<file path="config.mk">
export PLATFORM = sky130hd
export DESIGN_NAME = bus_phase_seq
export DESIGN_NICKNAME = d
export VERILOG_FILES = /design/src/rtl/bus_seq_pkg.sv /design/src/rtl/bus_seq_strobe_det.sv /design/src/rtl/bus_seq_fsm.sv /design/src/rtl/bus_seq_capture.sv /design/src/rtl/bus_phase_seq.sv
export SDC_FILE = /design/constraint.sdc
export NUM_CORES = 1
export LEC_CHECK = 0
export BUFFER_PORTS_ARGS = -buffer_cell sky130_fd_sc_hd__buf_4
export CORE_ASPECT_RATIO = 1.25
export CORE_UTILIZATION = 50
export CTS_CLUSTER_SIZE = 20
export DETAILED_ROUTE_END_ITERATION = 6
export HOLD_SLACK_MARGIN = 0.02
export PLACE_DENSITY_LB_ADDON = 0.3
export SLEW_MARGIN = 20
export SYNTH_ARGS = -nofsm -noshare
export SYNTH_HDL_FRONTEND = slang
export SYNTH_SLANG_ARGS = --single-unit
</file>
<file path="constraint.sdc">
create_clock -name clk_i -period 4.6 [get_ports clk_i]
set_input_delay 0.92 -clock clk_i [delete_from_list [all_inputs] [get_ports clk_i]]
set_output_delay 0.92 -clock clk_i [all_outputs]
set_load 0.03 [all_outputs]
</file>
<file path="src/rtl/bus_seq_pkg.sv">
package bus_seq_pkg;
  typedef enum logic [2:0] {
    PH_IDLE,
    PH_PRE,
    PH_GAP_A,
    PH_CTRL_SU,
    PH_CTRL_HOLD,
    PH_GAP_B
  } phase_e;
endpackage

</file>
<file path="src/rtl/bus_seq_strobe_det.sv">
module bus_seq_strobe_det (
  input  logic clk_i,
  input  logic rst_ni,
  input  logic strobe_i,
  input  logic accept_i,
  output logic cap_o
);
  logic hist_q;
  logic armed_q;

  assign cap_o = accept_i && armed_q && hist_q && strobe_i;

  always_ff @(posedge clk_i or negedge rst_ni) begin
    if (!rst_ni) begin
      hist_q  <= 1'b0;
      armed_q <= 1'b0;
    end else begin
      hist_q <= strobe_i;
      if (!strobe_i)  armed_q <= 1'b1;
      else if (cap_o) armed_q <= 1'b0;
    end
  end

  // after a capture no second one may happen before the strobe drops
  AST_NO_REARM_HIGH: assert property (@(posedge clk_i) disable iff (!rst_ni)
    (cap_o ##1 strobe_i) |-> !cap_o);
endmodule

</file>
<file path="src/rtl/bus_seq_fsm.sv">
module bus_seq_fsm
  import bus_seq_pkg::*;
#(
  parameter int  ADDR_TO_CTRL = 1,
  parameter int  CTRL_SAMPLE  = 2,
  parameter int  CTRL_HOLD    = 2,
  parameter bit  GUARD_IDLE   = 1'b0
) (
  input  logic   clk_i,
  input  logic   rst_ni,
  input  logic   cap_i,
  output logic   accept_o,
  output logic   ctrl_cap_o,
  output logic   ad_en_o,
  output logic   ctrl_en_o
);
  localparam int MAXD_A = (ADDR_TO_CTRL > CTRL_SAMPLE) ? ADDR_TO_CTRL : CTRL_SAMPLE;
  localparam int MAXD   = (MAXD_A > CTRL_HOLD) ? MAXD_A : CTRL_HOLD;
  localparam int CNT_W  = (MAXD < 2) ? 1 : $clog2(MAXD);

  localparam logic [CNT_W-1:0] LD_PRE  = CNT_W'(ADDR_TO_CTRL - 1);
  localparam logic [CNT_W-1:0] LD_SU   = CNT_W'(CTRL_SAMPLE - 1);
  localparam logic [CNT_W-1:0] LD_HOLD = CNT_W'(CTRL_HOLD - 1);

  phase_e           ph_q, ph_d;
  logic [CNT_W-1:0] cnt_q, cnt_d;
  phase_e           after_pre, after_hold;

  generate
    if (GUARD_IDLE) begin : g_guard
      assign after_pre  = PH_GAP_A;
      assign after_hold = PH_GAP_B;
    end else begin : g_direct
      assign after_pre  = PH_CTRL_SU;
      assign after_hold = PH_IDLE;
    end
  endgenerate

  wire cnt_done = (cnt_q == '0);

  always_comb begin
    ph_d  = ph_q;
    cnt_d = cnt_q;
    unique case (ph_q)
      PH_IDLE: if (cap_i) begin
        ph_d  = PH_PRE;
        cnt_d = LD_PRE;
      end
      PH_PRE: begin
        if (cnt_done) begin
          ph_d  = after_pre;
          cnt_d = LD_SU;
        end else begin
          cnt_d = cnt_q - 1'b1;
        end
      end
      PH_GAP_A: begin
        ph_d  = PH_CTRL_SU;
        cnt_d = LD_SU;
      end
      PH_CTRL_SU: begin
        if (cnt_done) begin
          ph_d  = PH_CTRL_HOLD;
          cnt_d = LD_HOLD;
        end else begin
          cnt_d = cnt_q - 1'b1;
        end
      end
      PH_CTRL_HOLD: begin
        if (cnt_done) ph_d = after_hold;
        else          cnt_d = cnt_q - 1'b1;
      end
      PH_GAP_B: ph_d = PH_IDLE;
      default:  ph_d = PH_IDLE;
    endcase
  end

  always_ff @(posedge clk_i or negedge rst_ni) begin
    if (!rst_ni) begin
      ph_q  <= PH_IDLE;
      cnt_q <= '0;
    end else begin
      ph_q  <= ph_d;
      cnt_q <= cnt_d;
    end
  end

  assign accept_o   = (ph_q == PH_IDLE);
  assign ctrl_cap_o = (ph_q == PH_CTRL_SU) && cnt_done;
  assign ad_en_o    = (ph_q == PH_IDLE) || (ph_q == PH_PRE);
  assign ctrl_en_o  = (ph_q == PH_CTRL_SU) || (ph_q == PH_CTRL_HOLD);

  AST_GUARD_GAP: assert property (@(posedge clk_i) disable iff (!rst_ni)
    (GUARD_IDLE && $rose(ctrl_en_o)) |-> $past(!ad_en_o));
endmodule

</file>
<file path="src/rtl/bus_seq_capture.sv">
module bus_seq_capture #(
  parameter int PIN_W  = 16,
  parameter int CTRL_W = 8
) (
  input  logic              clk_i,
  input  logic              rst_ni,
  input  logic [PIN_W-1:0]  pins_i,
  input  logic              addr_cap_i,
  input  logic              ctrl_cap_i,
  output logic [PIN_W-1:0]  addr_o,
  output logic [CTRL_W-1:0] ctrl_o,
  output logic              addr_vld_o,
  output logic              ctrl_vld_o
);
  always_ff @(posedge clk_i or negedge rst_ni) begin
    if (!rst_ni) begin
      addr_o     <= '0;
      ctrl_o     <= '0;
      addr_vld_o <= 1'b0;
      ctrl_vld_o <= 1'b0;
    end else begin
      addr_vld_o <= addr_cap_i;
      ctrl_vld_o <= ctrl_cap_i;
      if (addr_cap_i) addr_o <= pins_i;
      if (ctrl_cap_i) ctrl_o <= pins_i[CTRL_W-1:0];
    end
  end

  AST_ADDR_PULSE: assert property (@(posedge clk_i) disable iff (!rst_ni)
    addr_vld_o |=> !addr_vld_o);
  AST_ADDR_STABLE: assert property (@(posedge clk_i) disable iff (!rst_ni)
    !addr_vld_o |-> $stable(addr_o));
endmodule

</file>
<file path="src/rtl/bus_phase_seq.sv">
module bus_phase_seq #(
  parameter int PIN_W        = 16,
  parameter int CTRL_W       = 8,
  parameter int ADDR_TO_CTRL = 1,
  parameter int CTRL_SAMPLE  = 2,
  parameter int CTRL_HOLD    = 2,
  parameter bit GUARD_IDLE   = 1'b0
) (
  input  logic              clk_i,
  input  logic              rst_ni,
  input  logic              strobe_i,
  input  logic [PIN_W-1:0]  pins_i,
  output logic [PIN_W-1:0]  addr_o,
  output logic [CTRL_W-1:0] ctrl_o,
  output logic              addr_vld_o,
  output logic              ctrl_vld_o,
  output logic              ad_en_o,
  output logic              ctrl_en_o
);
  localparam int WIN   = CTRL_SAMPLE + CTRL_HOLD;
  localparam int WIN_W = $clog2(WIN + 2);

  logic addr_cap, ctrl_cap, accept;

  bus_seq_strobe_det u_det (
    .clk_i    (clk_i),
    .rst_ni   (rst_ni),
    .strobe_i (strobe_i),
    .accept_i (accept),
    .cap_o    (addr_cap)
  );

  bus_seq_fsm #(
    .ADDR_TO_CTRL (ADDR_TO_CTRL),
    .CTRL_SAMPLE  (CTRL_SAMPLE),
    .CTRL_HOLD    (CTRL_HOLD),
    .GUARD_IDLE   (GUARD_IDLE)
  ) u_fsm (
    .clk_i      (clk_i),
    .rst_ni     (rst_ni),
    .cap_i      (addr_cap),
    .accept_o   (accept),
    .ctrl_cap_o (ctrl_cap),
    .ad_en_o    (ad_en_o),
    .ctrl_en_o  (ctrl_en_o)
  );

  bus_seq_capture #(
    .PIN_W  (PIN_W),
    .CTRL_W (CTRL_W)
  ) u_cap (
    .clk_i      (clk_i),
    .rst_ni     (rst_ni),
    .pins_i     (pins_i),
    .addr_cap_i (addr_cap),
    .ctrl_cap_i (ctrl_cap),
    .addr_o     (addr_o),
    .ctrl_o     (ctrl_o),
    .addr_vld_o (addr_vld_o),
    .ctrl_vld_o (ctrl_vld_o)
  );

  // window length watcher for the control buffer
  logic [WIN_W-1:0] win_q;
  always_ff @(posedge clk_i or negedge rst_ni) begin
    if (!rst_ni)        win_q <= '0;
    else if (ctrl_en_o) win_q <= win_q + 1'b1;
    else                win_q <= '0;
  end

  AST_EN_EXCL: assert property (@(posedge clk_i) disable iff (!rst_ni)
    !(ctrl_en_o && ad_en_o));
  AST_CTRL_WINDOW: assert property (@(posedge clk_i) disable iff (!rst_ni)
    $fell(ctrl_en_o) |-> (win_q == WIN_W'(WIN)));
  AST_SAMPLE_IN_WINDOW: assert property (@(posedge clk_i) disable iff (!rst_ni)
    ctrl_vld_o |-> $past(ctrl_en_o));
  AST_ADDR_AFTER_TWO_HIGH: assert property (@(posedge clk_i) disable iff (!rst_ni)
    addr_vld_o |-> ($past(strobe_i, 1) && $past(strobe_i, 2)));
endmodule

</file>
---- Yosys cells after proc, flatten, opt, wreduce, memory -nomap -nowiden ----
Cells that the tools add are included.
operators by class
  bitwise logic cells ..................... 1
  mux-type cells .......................... 10
  equal/unequal tests ..................... 9
  reduce and logical (&&, ||, !) cells .... 11
  $add $sub $neg .......................... 1
operators with widths
  operator                                        number
  case mux 3 bit (5 select lines)                 1
  2-to-1 mux 3 bit                                4
  == test 3 x 2 -> 1 bit (second input constant)  2
  != test 2 bit (second input constant)           3
  logical AND 1 bit                               4
  2-to-1 mux 1 bit                                4
  != test 2 x 1 -> 1 bit (second input constant)  2
  case mux 1 bit (4 select lines)                 1
  AND reduction 4 bit                             1
  nonzero test 4 bit                              1
  == test 3 x 1 -> 1 bit (second input constant)  1
  == test 3 bit (second input constant)           1
  zero test 3 bit                                 1
  logical OR 1 bit                                2
  AND reduction 2 bit                             1
  OR reduction 2 bit                              1
  NOT 1 bit                                       1
  subtractor 1 bit (second input constant)        1
storage, ports and cells
  output and inout port bits .............. 28
  bits in registers ....................... 32
  logic and storage cells ................. 40
  input bits .............................. 19

---- Logic depth before layout (Yosys ltp) ----
Gate-level depths: netlist (run 1).
  depth in word-level cells ............... 6
  depth in mapped cells ................... 6
  mapped depth without buffers ............ 4

---- By module ----
A second synthesis (run 1) with hierarchy kept.
unflattened totals
  cells, all modules ...................... 84
  area total of the unflattened synthesis .. 1,318.8 µm²
modules (own cells, without submodules)
  module              seq. area each (µm²)  cells each  area each (µm²)  instances
  bus_seq_capture     650.6                 53          994.7            1
  bus_seq_fsm         100.1                 26          250.2            1
  bus_seq_strobe_det  50.0                  5           73.8             1

---- Worst setup path after synthesis (run 1) ----
No wires, ideal clock.
  path type ............................... input to register
  from .................................... input strobe_i
  to ...................................... register u_cap.addr_o[0]
  required time ........................... 4.475 ns
  buffers on the path ..................... 2
  slack ................................... 2.438 ns
  setup time .............................. 0.125 ns
  cell stages on the path ................. 6
  arrival ................................. 2.037 ns
  cells stage by stage .................... nand3_1 -> or4_4 -> buf_6 -> inv_6 -> buf_12 -> mux2_4
between the ends
  cells in the longest elaborated chain, start to end .. 1
RTL lines
  what                  RTL line                  source
  from (decl)           bus_phase_seq.sv:11       input logic strobe_i,
  logical AND 1 bit     bus_seq_strobe_det.sv:11  assign cap_o = accept_i && armed_q && hist_q && strobe_i;
  via addr_cap          bus_phase_seq.sv:23       logic addr_cap, ctrl_cap, accept;
  to (signal assigned)  bus_seq_capture.sv:24     if (addr_cap_i) addr_o <= pins_i;
  to (decl)             bus_seq_capture.sv:10     output logic [PIN_W-1:0] addr_o,
The timed path passes the listed nets, and every way through them passes these cells.
A chain may end at the register's enable or synchronous reset.

---- Worst setup path in the final report (run 1) ----
  from .................................... register u_fsm.ph_q[2]
  to ...................................... output ctrl_en_o
between the ends
  cells in the longest elaborated chain, start to end .. 2
  elaborated cells on any way between the ends .. 3
  classes of those cells .................. 2 x eq/ne; 1 x reduce/logical
RTL lines
  what                                                            RTL line             source
  from (decl)                                                     bus_seq_fsm.sv:25    phase_e ph_q, ph_d;
  from (signal assigned)                                          bus_seq_fsm.sv:83    ph_q <= ph_d;
  == test 3 x 2 -> 1 bit / == test 3 bit (equally long branches)  bus_seq_fsm.sv:91    assign ctrl_en_o = (ph_q == PH_CTRL_SU) || (ph_q == PH_CTRL_HOLD);
  logical OR 1 bit (*)                                            bus_seq_fsm.sv:91
  to (decl)                                                       bus_phase_seq.sv:18  output logic ctrl_en_o
Every way passes the cells marked *; elsewhere a longest branch is shown, timed or not.

==> impl_results.md, run 1 <==
* Status: finished clean
* Min Tclk post-route at 2.273 ns
* RSZ-0062 raised after global routing: no
* Via count at 844
* Prevailing post-synth register cell: dfrtp_1
* Clock Tree Buf Depth at 2
* Ports at 47
* Slew headroom at 74.04%
* Root Buffer: clkbuf_4
* Post-DP HPWL at 1633 µm
* Via/cell ratio at 5.178
* Register area at 800.8 µm²
* Vias in the first global route at 868
* Syn_area_per_cell at 15.98 µm²
* Mapped cell area at 1279 µm²
* CP required at 3.68 ns
* Initial DRC Count at 15
* Critical path arrival at 1.35 ns
* Routability congestion estimate at 0.6659
* Final Hold Viols at 0
* Site Rows at 20
* Commonest non-fill, non-tap cell in the layout: buf_4
* WL/cell at 13.73 µm
* First-pass GRT wire length at 3684 µm
* # diodes at 0
* Setup total negative slack at 0 ns
* DRC Markers at 0
* Die W at 47.23 µm
* Pre-Repair DR Iteration Count at 3
* TritonCTS Buffers at 5
* CP cell instances: nor2b_1 -> nand2_1 -> o21ai_0 -> buf_4
* DIE AREA at 2765 µm²
* Grt total ovfl at 0
* DRT Wirelength at 2238 µm
* Most frequent cells in the layout: 46 x buf_4, 32 x dfrtp_1, 16 x mux2_2
* Met2 track demand over resource at 31.12%
* Clk sinks at 32
* Slew Limit Fails at 0
* Pwr/cell area at 812.4 nW/µm²
* Fmax at 439.9 MHz
* Die Height at 58.54 µm
* GRT met3 Usage at 8.282%
* Fin nets at 148
* Worst hold slack at 0.4933 ns
* Initial antenna violation count at 0
* Total track usage at 19.40%
* Worst slew pin tran at 0.3894 ns
* Total power at 1.360 mW
* Clock-pin slew on the worst setup and hold paths at 0.11 ns
* P&R area growth vs syn at 30.92%
* Setup repair bufs after CTS at 0
* Yosys reg bits at 32
* Hold WC Path Type: in2async
* Final Setup Violations at 0
* Final ANT Viol Nets at 0
* GRT busiest layer: met2
* Ys async rst share at 100.0%
* Post-synth EDFFs at 0
* CORE AREA at 2427 µm²
* Setup crit start kind: register
* Starting Density at 52.68%
* Synth warnings at 0
* PortBufs at 46
* CTS Hold Bufs at 0
* Layout cell share with drive strength beyond 1 at 63.08%
* Netlist cell types at 21
* H-Tree Level Count at 2
* Max_cap viols at 0
* VDD IR max at 0.0005344 V
* Max incr delay on CP at 0.47 ns
* Clock Skew at 0.01294 ns
* PostCTS Resize Cnt at 0
* Fillcell total at 184
* Largest net degree at the start of global routing at 33
* Syn_nets at 99
* Later-pin clock latency in the skew report at 0.34 ns
* Worst Setup End Kind: output port
* Kind of critical path: reg2out
* LEAKAGE at 0.8159 nW
* Critical-path top delay cell: dfrtp_1
* Worst Path Max Fanout at 8
* Sequential area share after synthesis at 62.62%
* Final Cycle Share at 49.41%
* Met1 Use GR at 21.81%
* CTS tree: built
* Multi-input combinational cell area at 417.9 µm²
* Cells after synthesis at 80
==> area by class of cell <==
| type | instances | share of cell area (%) |
|---|---|---|
| Clock buffer | 5 | 2.242 |
| Clock inverter | 3 | 1.121 |
| Inverter | 2 | 0.7474 |
| Multi-Input combinational cell | 42 | 24.96 |
| Sequential cell | 32 | 47.83 |
| Tap cell | 33 | 2.466 |
| Timing Repair Buffer | 46 | 20.63 |
==> registers in the layout, summed over array words and instances, names as in the netlist <==
signal	count
u_cap.addr_o	16
u_cap.addr_vld_o	1
u_cap.ctrl_o	8
u_cap.ctrl_vld_o	1
u_det.armed_q	1
u_det.hist_q	1
u_fsm.cnt_q	1
u_fsm.ph_q	3
==> per-stage QoR <==
step / util (%) / instances / area (µm²) / setup slack, ns
4_1_cts: 68.97 / 163 / 1674 / 2.319
2_1_floorplan: - / 80 / 1279 / 2.438
3_5_place_dp: 66.65 / 155 / 1618 / 2.310
5_1_grt: 68.97 / 163 / 1674 / 2.216
3_3_place_gp: 66.65 / 155 / 1618 / 2.339
6_report: 68.97 / 163 / 1674 / 2.327
==> Yosys cell counts, types with 2 or more instances <==
library cell,n,area (µm²)
a221oi_1,2,17.52
buf_6,2,22.52
dfrtp_1,32,800.8
mux2_2,16,180.2
mux2_4,8,120.1
nor2_1,3,11.26
nor2b_1,2,12.51
o21ai_0,2,10.01
==> cell families after synthesis <==
family                 share of synthesized area, %
AO/OA/AOI/OAI                                 3.816
XOR/XNOR                                     0.6851
buffers and inverters                         4.696
flip-flops                                    62.62
multiplexers                                  23.48
AND/OR/NAND/NOR                               4.696
==> path summary, 6_finish.rpt <==
kind | from | end | slack (ns) | cells past startpoint
hold / removal | rst_ni | u_cap.addr_o[1] | 0.49 | 1
hold reg to reg | u_cap.addr_o[5] | u_cap.addr_o[5] | 0.52 | 1
setup reg to reg | u_fsm.ph_q[1] | u_cap.addr_o[15] | 2.85 | 3
setup / recovery | u_fsm.ph_q[2] | ctrl_en_o | 2.33 | 4
max in group asynchronous | rst_ni | u_cap.addr_o[13] | 3.81 | 1
min in group clk_i | u_cap.addr_o[5] | u_cap.addr_o[5] | 0.52 | 1
==> critical path: cells and delay by family (launching register included) <==
kind / cells / cell delay (ns)
DFF: 1 / 0.47
AOI/OAI and AO/OA: 1 / 0.08
buffers and inverters: 1 / 0.19
and+or+nand+nor: 2 / 0.29
==> report_power, final <==
| group | leakage, nW | switching (mW) | internal [mW] |
|---|---|---|---|
| clock | 0.0349 | 0.0984 | 0.0586 |
| sequential | 0.383 | 0.0906 | 0.413 |
| combinational | 0.398 | 0.382 | 0.318 |
==> metal layers <==
metal	routed length, µm	vias up	share of wire, %
met5	0	-	0
met4	44	0	2.0
met3	152	6	6.8
met2	1195	31	53
met1	846	428	38
li1	-	379	-
(Power assumes the default switching activity.)
==> run 2: changes to the inputs <==
--- a/config.mk
+++ b/config.mk
@@ -7,7 +7,7 @@
 export LEC_CHECK = 0
 export BUFFER_PORTS_ARGS = -buffer_cell sky130_fd_sc_hd__buf_4
 export CORE_ASPECT_RATIO = 1.25
-export CORE_UTILIZATION = 50
+export CORE_UTILIZATION = 43
 export CTS_CLUSTER_SIZE = 20
 export DETAILED_ROUTE_END_ITERATION = 6
 export HOLD_SLACK_MARGIN = 0.02
==> constraint.sdc (replaced) <==
create_clock -name clk_i -period 1.95 [get_ports clk_i]
set_input_delay 0.39 -clock clk_i [delete_from_list [all_inputs] [get_ports clk_i]]
set_output_delay 0.39 -clock clk_i [all_outputs]
set_load 0.03 [all_outputs]
==> run 2 against run 1 <==
Combinational power up 140%. First-iteration DRC count fell by 6.7%. Utilization shrank 6.9 points. Sequential cell count unchanged. Wire length increased by 5.2%. Via count is 1.5% lower. Sequential power grew 130%. Critical path depth stayed put. Non-clock buffer count rose by 2. Clock skew is 0.0014 ns lower.
==> impl_results.md, run 2 (same netlist as run 1, synthesis figures left out) <==
* Final ANT Viol Nets at 0 (unchanged)
* Critical path arrival at 1.33 ns (was 1.35 ns)
* Setup crit start kind: register (unchanged)
* Later-pin clock latency in the skew report at 0.34 ns (about the same)
* Root Buffer: clkbuf_4 (unchanged)
* Grt total ovfl at 0 (unchanged)
* Multi-input combinational cell area at 417.9 µm² (unchanged)
* DRC Markers at 0 (unchanged)
* Slew Limit Fails at 0 (unchanged)
* Most frequent cells in the layout: 47 x buf_4, 32 x dfrtp_1, 16 x mux2_2 (was 46 x buf_4, 32 x dfrtp_1, 16 x mux2_2)
* Vias in the first global route at 882 (was 868)
* Clock Skew at 0.01150 ns (was 0.01294 ns)
* Post-placement cell count at 157 (was 155)
* DIE AREA at 3197 µm² (was 2765 µm²)
* LEAKAGE at 0.8323 nW (was 0.8159 nW)
* Largest regs: u_cap.addr_o (16), u_cap.ctrl_o (8), u_fsm.ph_q (3) (unchanged)
* Max_cap viols at 0 (unchanged)
* Largest register by flop count: u_cap.addr_o (unchanged)
* Post-DP HPWL at 1658 µm (was 1633 µm)
* Clock Tree Buf Depth at 2 (unchanged)
* Routability congestion estimate at 0.6881 (was 0.6659)
* Max reg flops at 16 (unchanged)
* Pre-Repair DR Iteration Count at 3 (unchanged)
* Fmax at 582.2 MHz
* # diodes at 0 (unchanged)
* Starting Density at 46.35% (was 52.68%)
* Initial DRC Count at 14 (was 15)
* H-Tree Level Count at 2 (unchanged)
* Final Cycle Share at 88.08%
* Fillcell total at 248 (was 184)
* Clock-pin slew on the worst setup and hold paths at 0.09 ns (was 0.11 ns)
* RSZ-0062 raised after global routing: no (unchanged)
* Final Setup Violations at 0 (unchanged)
* First-pass GRT wire length at 3974 µm (was 3684 µm)
* DRT Wirelength at 2354 µm (was 2238 µm)
* Ports at 47 (unchanged)
* PostCTS Resize Cnt at 0 (unchanged)
* Die Height at 62.97 µm (was 58.54 µm)
* Worst Setup End Kind: output port (unchanged)
* Fin nets at 150 (was 148)
* Worst Path Max Fanout at 8 (unchanged)
* P&R area growth vs syn at 33.95% (was 30.92%)
* CTS tree: built (unchanged)
* VDD IR max at 0.001121 V (was 0.0005344 V)
* Via/cell ratio at 5.006 (was 5.178)
* Pwr/cell area at 1955 nW/µm² (was 812.4 nW/µm²)
* Min Tclk post-route at 1.718 ns
* CP required at 1.56 ns (was 3.68 ns)
* Setup total negative slack at 0 ns (unchanged)
* Finished Layout Cells at 166 (was 163)
* Clk sinks at 32 (unchanged)
* WL/cell at 14.18 µm (was 13.73 µm)
* Final Hold Viols at 0 (unchanged)
* Largest net degree at the start of global routing at 33 (unchanged)
* Worst slew pin tran at 0.3925 ns (was 0.3894 ns)
* CORE AREA at 2759 µm² (was 2427 µm²)
* Total track usage at 17.45% (was 19.40%)
* Kind of critical path: reg2out (unchanged)
* Die W at 50.78 µm (was 47.23 µm)
* Status: finished clean (unchanged)
* Layout cell share with drive strength beyond 1 at 62.12% (was 63.08%)
* Commonest non-fill, non-tap cell in the layout: buf_4 (unchanged)
* Site Rows at 21 (was 20)
* Initial antenna violation count at 0 (unchanged)
* PortBufs at 46 (unchanged)
* TritonCTS Buffers at 5 (unchanged)
* Via count at 831 (was 844)
* Register area at 800.8 µm² (unchanged)
* Slew headroom at 73.83% (was 74.04%)
* Hold WC Path Type: in2reg (was in2async)
[run 2: cell count changes in the layout (fill, tap and decap cells not counted), sizes merged]
cell,before,now
clkinv,3,1
buf,46,47
bufinv,0,1
clkbuf,5,6
dlygate4sd3,0,1
[run 2: final cells by class]
class | instances | area share, %
timing repair buffer | 48 | 21.18
inverter | 2 | 0.7305
sequential | 32 | 46.75
clock inverter | 2 | 2.045
clock buffer | 6 | 2.411
multi-input combinational | 42 | 24.40
tap | 34 | 2.484
[run 2: worst max-delay path, cell delays in order, from the launching register on]
cell and delay [ns]:
dfrtp_1 0.47, nor2b_1 0.21, nand2_1 0.07, o21ai_0 0.07, buf_4 0.18
[run 2: path summary, 6_finish.rpt]
kind,start,endpoint,slack [ns],depth (start not counted)
min in group asynchronous,rst_ni,u_cap.addr_o[2],0.51,2
worst max register to register,u_fsm.ph_q[2],u_cap.addr_o[7],0.29,3
max in group asynchronous,rst_ni,u_fsm.ph_q[2],1.14,2
worst min register to register,u_cap.ctrl_o[1],u_cap.ctrl_o[1],0.52,1
worst max-delay path,u_fsm.ph_q[2],ctrl_en_o,0.23,4
worst min-delay path,strobe_i,u_det.hist_q,0.18,1
[run 2: what timing repair did]
| action | CTS | global route |
|---|---|---|
| setup buffers | 0 | 0 |
| hold endpoints to repair | 32 | 0 |
| hold buffers | 1 | 0 |
[run 2: layer usage]
layer	GRT usage, %	wire length, µm	part of all wire, %
met5	0	0	0
met2	26.17	1172	50
met4	9.375	64	2.7
met1	20.51	937	40
met3	8.029	180	7.6
[run 2: report_power, final]
| group | internal [mW] | switching, mW | total [mW] |
|---|---|---|---|
| clock network | 0.269 | 0.224 | 0.493 |
| registers | 0.974 | 0.196 | 1.17 |
| logic | 0.765 | 0.921 | 1.69 |
| total | 2.01 | 1.34 | 3.35 |
[run 2: stage by stage]
stage          setup WS [ns]  power [mW]  hold slack (ns)  utilization, %  cell area, µm²
5_1_grt               0.1085       3.529           0.1519           62.09            1713
4_1_cts               0.2138       3.391           0.1622           62.09            1713
3_3_place_gp          0.2065       2.844           0.3420           58.96            1627
2_1_floorplan         0.2124       2.294          0.09441               -            1279
3_5_place_dp          0.1625       2.882           0.3487           58.96            1627
6_report              0.2324       3.348           0.1811           62.09            1713
==> run 3: changes to the inputs <==
--- a/config.mk
+++ b/config.mk
@@ -6,12 +6,15 @@
 export NUM_CORES = 1
 export LEC_CHECK = 0
 export BUFFER_PORTS_ARGS = -buffer_cell sky130_fd_sc_hd__buf_4
+export CELL_PAD_IN_SITES_DETAIL_PLACEMENT = 1
+export CELL_PAD_IN_SITES_GLOBAL_PLACEMENT = 2
 export CORE_ASPECT_RATIO = 1.25
-export CORE_UTILIZATION = 43
+export CORE_UTILIZATION = 28
 export CTS_CLUSTER_SIZE = 20
 export DETAILED_ROUTE_END_ITERATION = 6
 export HOLD_SLACK_MARGIN = 0.02
 export PLACE_DENSITY_LB_ADDON = 0.3
+export SKIP_CTS_REPAIR_TIMING = 1
 export SLEW_MARGIN = 20
 export SYNTH_ARGS = -nofsm -noshare
 export SYNTH_HDL_FRONTEND = slang
==> run 3 against run 2 <==
Worst setup slack lost 0.018 ns. Sequential cell count is the same. Register-to-register slack lost 0.03 ns. Wire length grew 21%. Combinational power grew 3%. Largest power group unchanged. Sequential share of layout area shrank 1.3 points. Highest routed layer unchanged. Count of clock-buffer cells in the layout grew 1. Clock power grew 11%. Utilization shrank 22 points.
==> impl_results.md, run 3 (same netlist as run 1, synthesis figures left out) <==
* Pre-Repair DR Iteration Count at 2 (was 3)
* Layout cell share with drive strength beyond 1 at 63.36% (was 62.12%)
* Vias in the first global route at 940 (was 882)
* DRT Wirelength at 2847 µm (was 2354 µm)
* Critical-path top delay cell: dfrtp_1 (unchanged)
* Slew headroom at 72.61% (was 73.83%)
* Status: finished clean (unchanged)
* Critical path arrival at 1.35 ns (was 1.33 ns)
* Starting Density at 29.12% (was 46.35%)
* Fmax at 576.0 MHz (was 582.2 MHz)
* Grt total ovfl at 0 (unchanged)
* Worst Path Max Fanout at 7 (was 8)
* Kind of critical path: reg2out (unchanged)
* Clock-pin slew on the worst setup and hold paths at 0.07 ns (was 0.09 ns)
* Initial DRC Count at 19 (was 14)
* First-pass GRT wire length at 4836 µm (was 3974 µm)
* DIE AREA at 4843 µm² (was 3197 µm²)
* Worst slew pin tran at 0.4108 ns (was 0.3925 ns)
* TritonCTS Buffers at 5 (unchanged)
* Die Height at 77.56 µm (was 62.97 µm)
* Fin util at 40.09% (was 62.09%)
* Final ANT Viol Nets at 0 (unchanged)
* Final Setup Violations at 0 (unchanged)
* LEAKAGE at 0.8415 nW (was 0.8323 nW)
* Delay-heaviest family, CP: flip-flops (unchanged)
* Worst Setup End Kind: output port (unchanged)
* Multi-input combinational cell area at 417.9 µm² (unchanged)
* Largest regs: u_cap.addr_o (16), u_cap.ctrl_o (8), u_fsm.ph_q (3) (unchanged)
* Post-DP HPWL at 2086 µm (was 1658 µm)
* CP cell instances: buf_4 -> nor2b_1 -> nand2_1 -> o21ai_0 -> buf_4 (was nor2b_1 -> nand2_1 -> o21ai_0 -> buf_4)
* Max_cap viols at 0 (unchanged)
* Setup total negative slack at 0 ns (unchanged)
* # diodes at 0 (unchanged)
* PortBufs at 46 (unchanged)
* Clock Tree Buf Depth at 2 (unchanged)
* Largest net degree at the start of global routing at 33 (unchanged)
* Slew Limit Fails at 0 (unchanged)
* Routability congestion estimate at 0.7292 (was 0.6881)
* Initial antenna violation count at 0 (unchanged)
* Via count at 834 (was 831)
* Fin nets at 150 (unchanged)
* CTS tree: built (unchanged)
* CORE AREA at 4392 µm² (was 2759 µm²)
* Site Rows at 27 (was 21)
* Hold WC Path Type: in2async (was in2reg)
* RSZ-0062 raised after global routing: no (unchanged)
* CP most frequent cell: buf_4
* CP required at 1.56 ns (about the same)
* Min Tclk post-route at 1.736 ns (was 1.718 ns)
* Largest register by flop count: u_cap.addr_o (unchanged)
* Clk sinks at 32 (unchanged)
* DRC Markers at 0 (unchanged)
* Register area at 800.8 µm² (unchanged)
* Max reg flops at 16 (unchanged)
* H-Tree Level Count at 2 (unchanged)
* WL/cell at 15.06 µm (was 14.18 µm)
* Pwr/cell area at 1959 nW/µm² (was 1955 nW/µm²)
* VDD IR max at 0.0007009 V (was 0.001121 V)
* Final Hold Viols at 0 (unchanged)
* Most frequent cells in the layout: 48 x buf_4, 32 x dfrtp_1, 16 x mux2_2 (was 47 x buf_4, 32 x dfrtp_1, 16 x mux2_2)
* Ports at 47 (unchanged)
* Clock Skew at 0.006357 ns (was 0.01150 ns)
* Via/cell ratio at 4.413 (was 5.006)
* Fillcell total at 477 (was 248)
* P&R area growth vs syn at 37.67% (was 33.95%)
* Root Buffer: clkbuf_8 (was clkbuf_4)
* Die W at 62.45 µm (was 50.78 µm)
* Critical path buffers and inverters at 2 (was 1)
* Setup crit start kind: register (unchanged)
* R2R Setup Slk at 0.26 ns (was 0.29 ns)
* Later-pin clock latency in the skew report at 0.28 ns (was 0.34 ns)
* Final Cycle Share at 89.03% (was 88.08%)
* Max incr delay on CP at 0.39 ns (was 0.47 ns)
* Commonest non-fill, non-tap cell in the layout: buf_4 (unchanged)
* Total track usage at 13.46% (was 17.45%)
==> run 3: final timing paths <==
path                                  from                to  cells after the start
min reg2reg                u_cap.addr_o[1]   u_cap.addr_o[1]                      1
min                                 rst_ni   u_cap.ctrl_o[5]                      1
max reg2reg                  u_fsm.ph_q[0]  u_cap.addr_o[15]                      3
max in group asynchronous           rst_ni   u_cap.addr_o[9]                      1
max                          u_fsm.ph_q[2]         ctrl_en_o                      5
min in group clk_i                strobe_i      u_det.hist_q                      1
==> run 3: area by class of cell <==
cell class	instances	area share (%)
tap	58	4.122
sequential	32	45.49
inverter	2	0.7107
multi-input combinational	42	23.74
clock buffer	7	5.473
timing repair buffer	48	20.47
==> run 3: through the flow <==
step                total power, mW  worst slack, ns  instance area, µm²  std cells  hold WS (ns)
detailed placement            2.945           0.1386                1664        182        0.3569
global route                  3.665           0.1057                1760        189       0.05079
finish                        3.448           0.2139                1760        189       0.03279
floorplan                     2.294           0.2124                1279         80       0.09441
global placement              2.874           0.1923                1664        182        0.3448
CTS                           3.514           0.1878                1760        189       0.04280
==> run 3: power by group <==
group / total [mW] / internal, mW / switching, mW
sequential: 1.16 / 0.977 / 0.184
clock: 0.547 / 0.314 / 0.233
combinational: 1.74 / 0.775 / 0.964
total: 3.45 / 2.07 / 1.38
==> run 3: per-layer routing <==
metal | vias to the layer above | routed length, µm | track usage [%]
met4 | 0 | 62 | 7.209
li1 | 381 | - | -
met5 | - | 0 | 0
met1 | 424 | 1023 | 14.59
met3 | 5 | 115 | 4.118
met2 | 24 | 1645 | 23.26
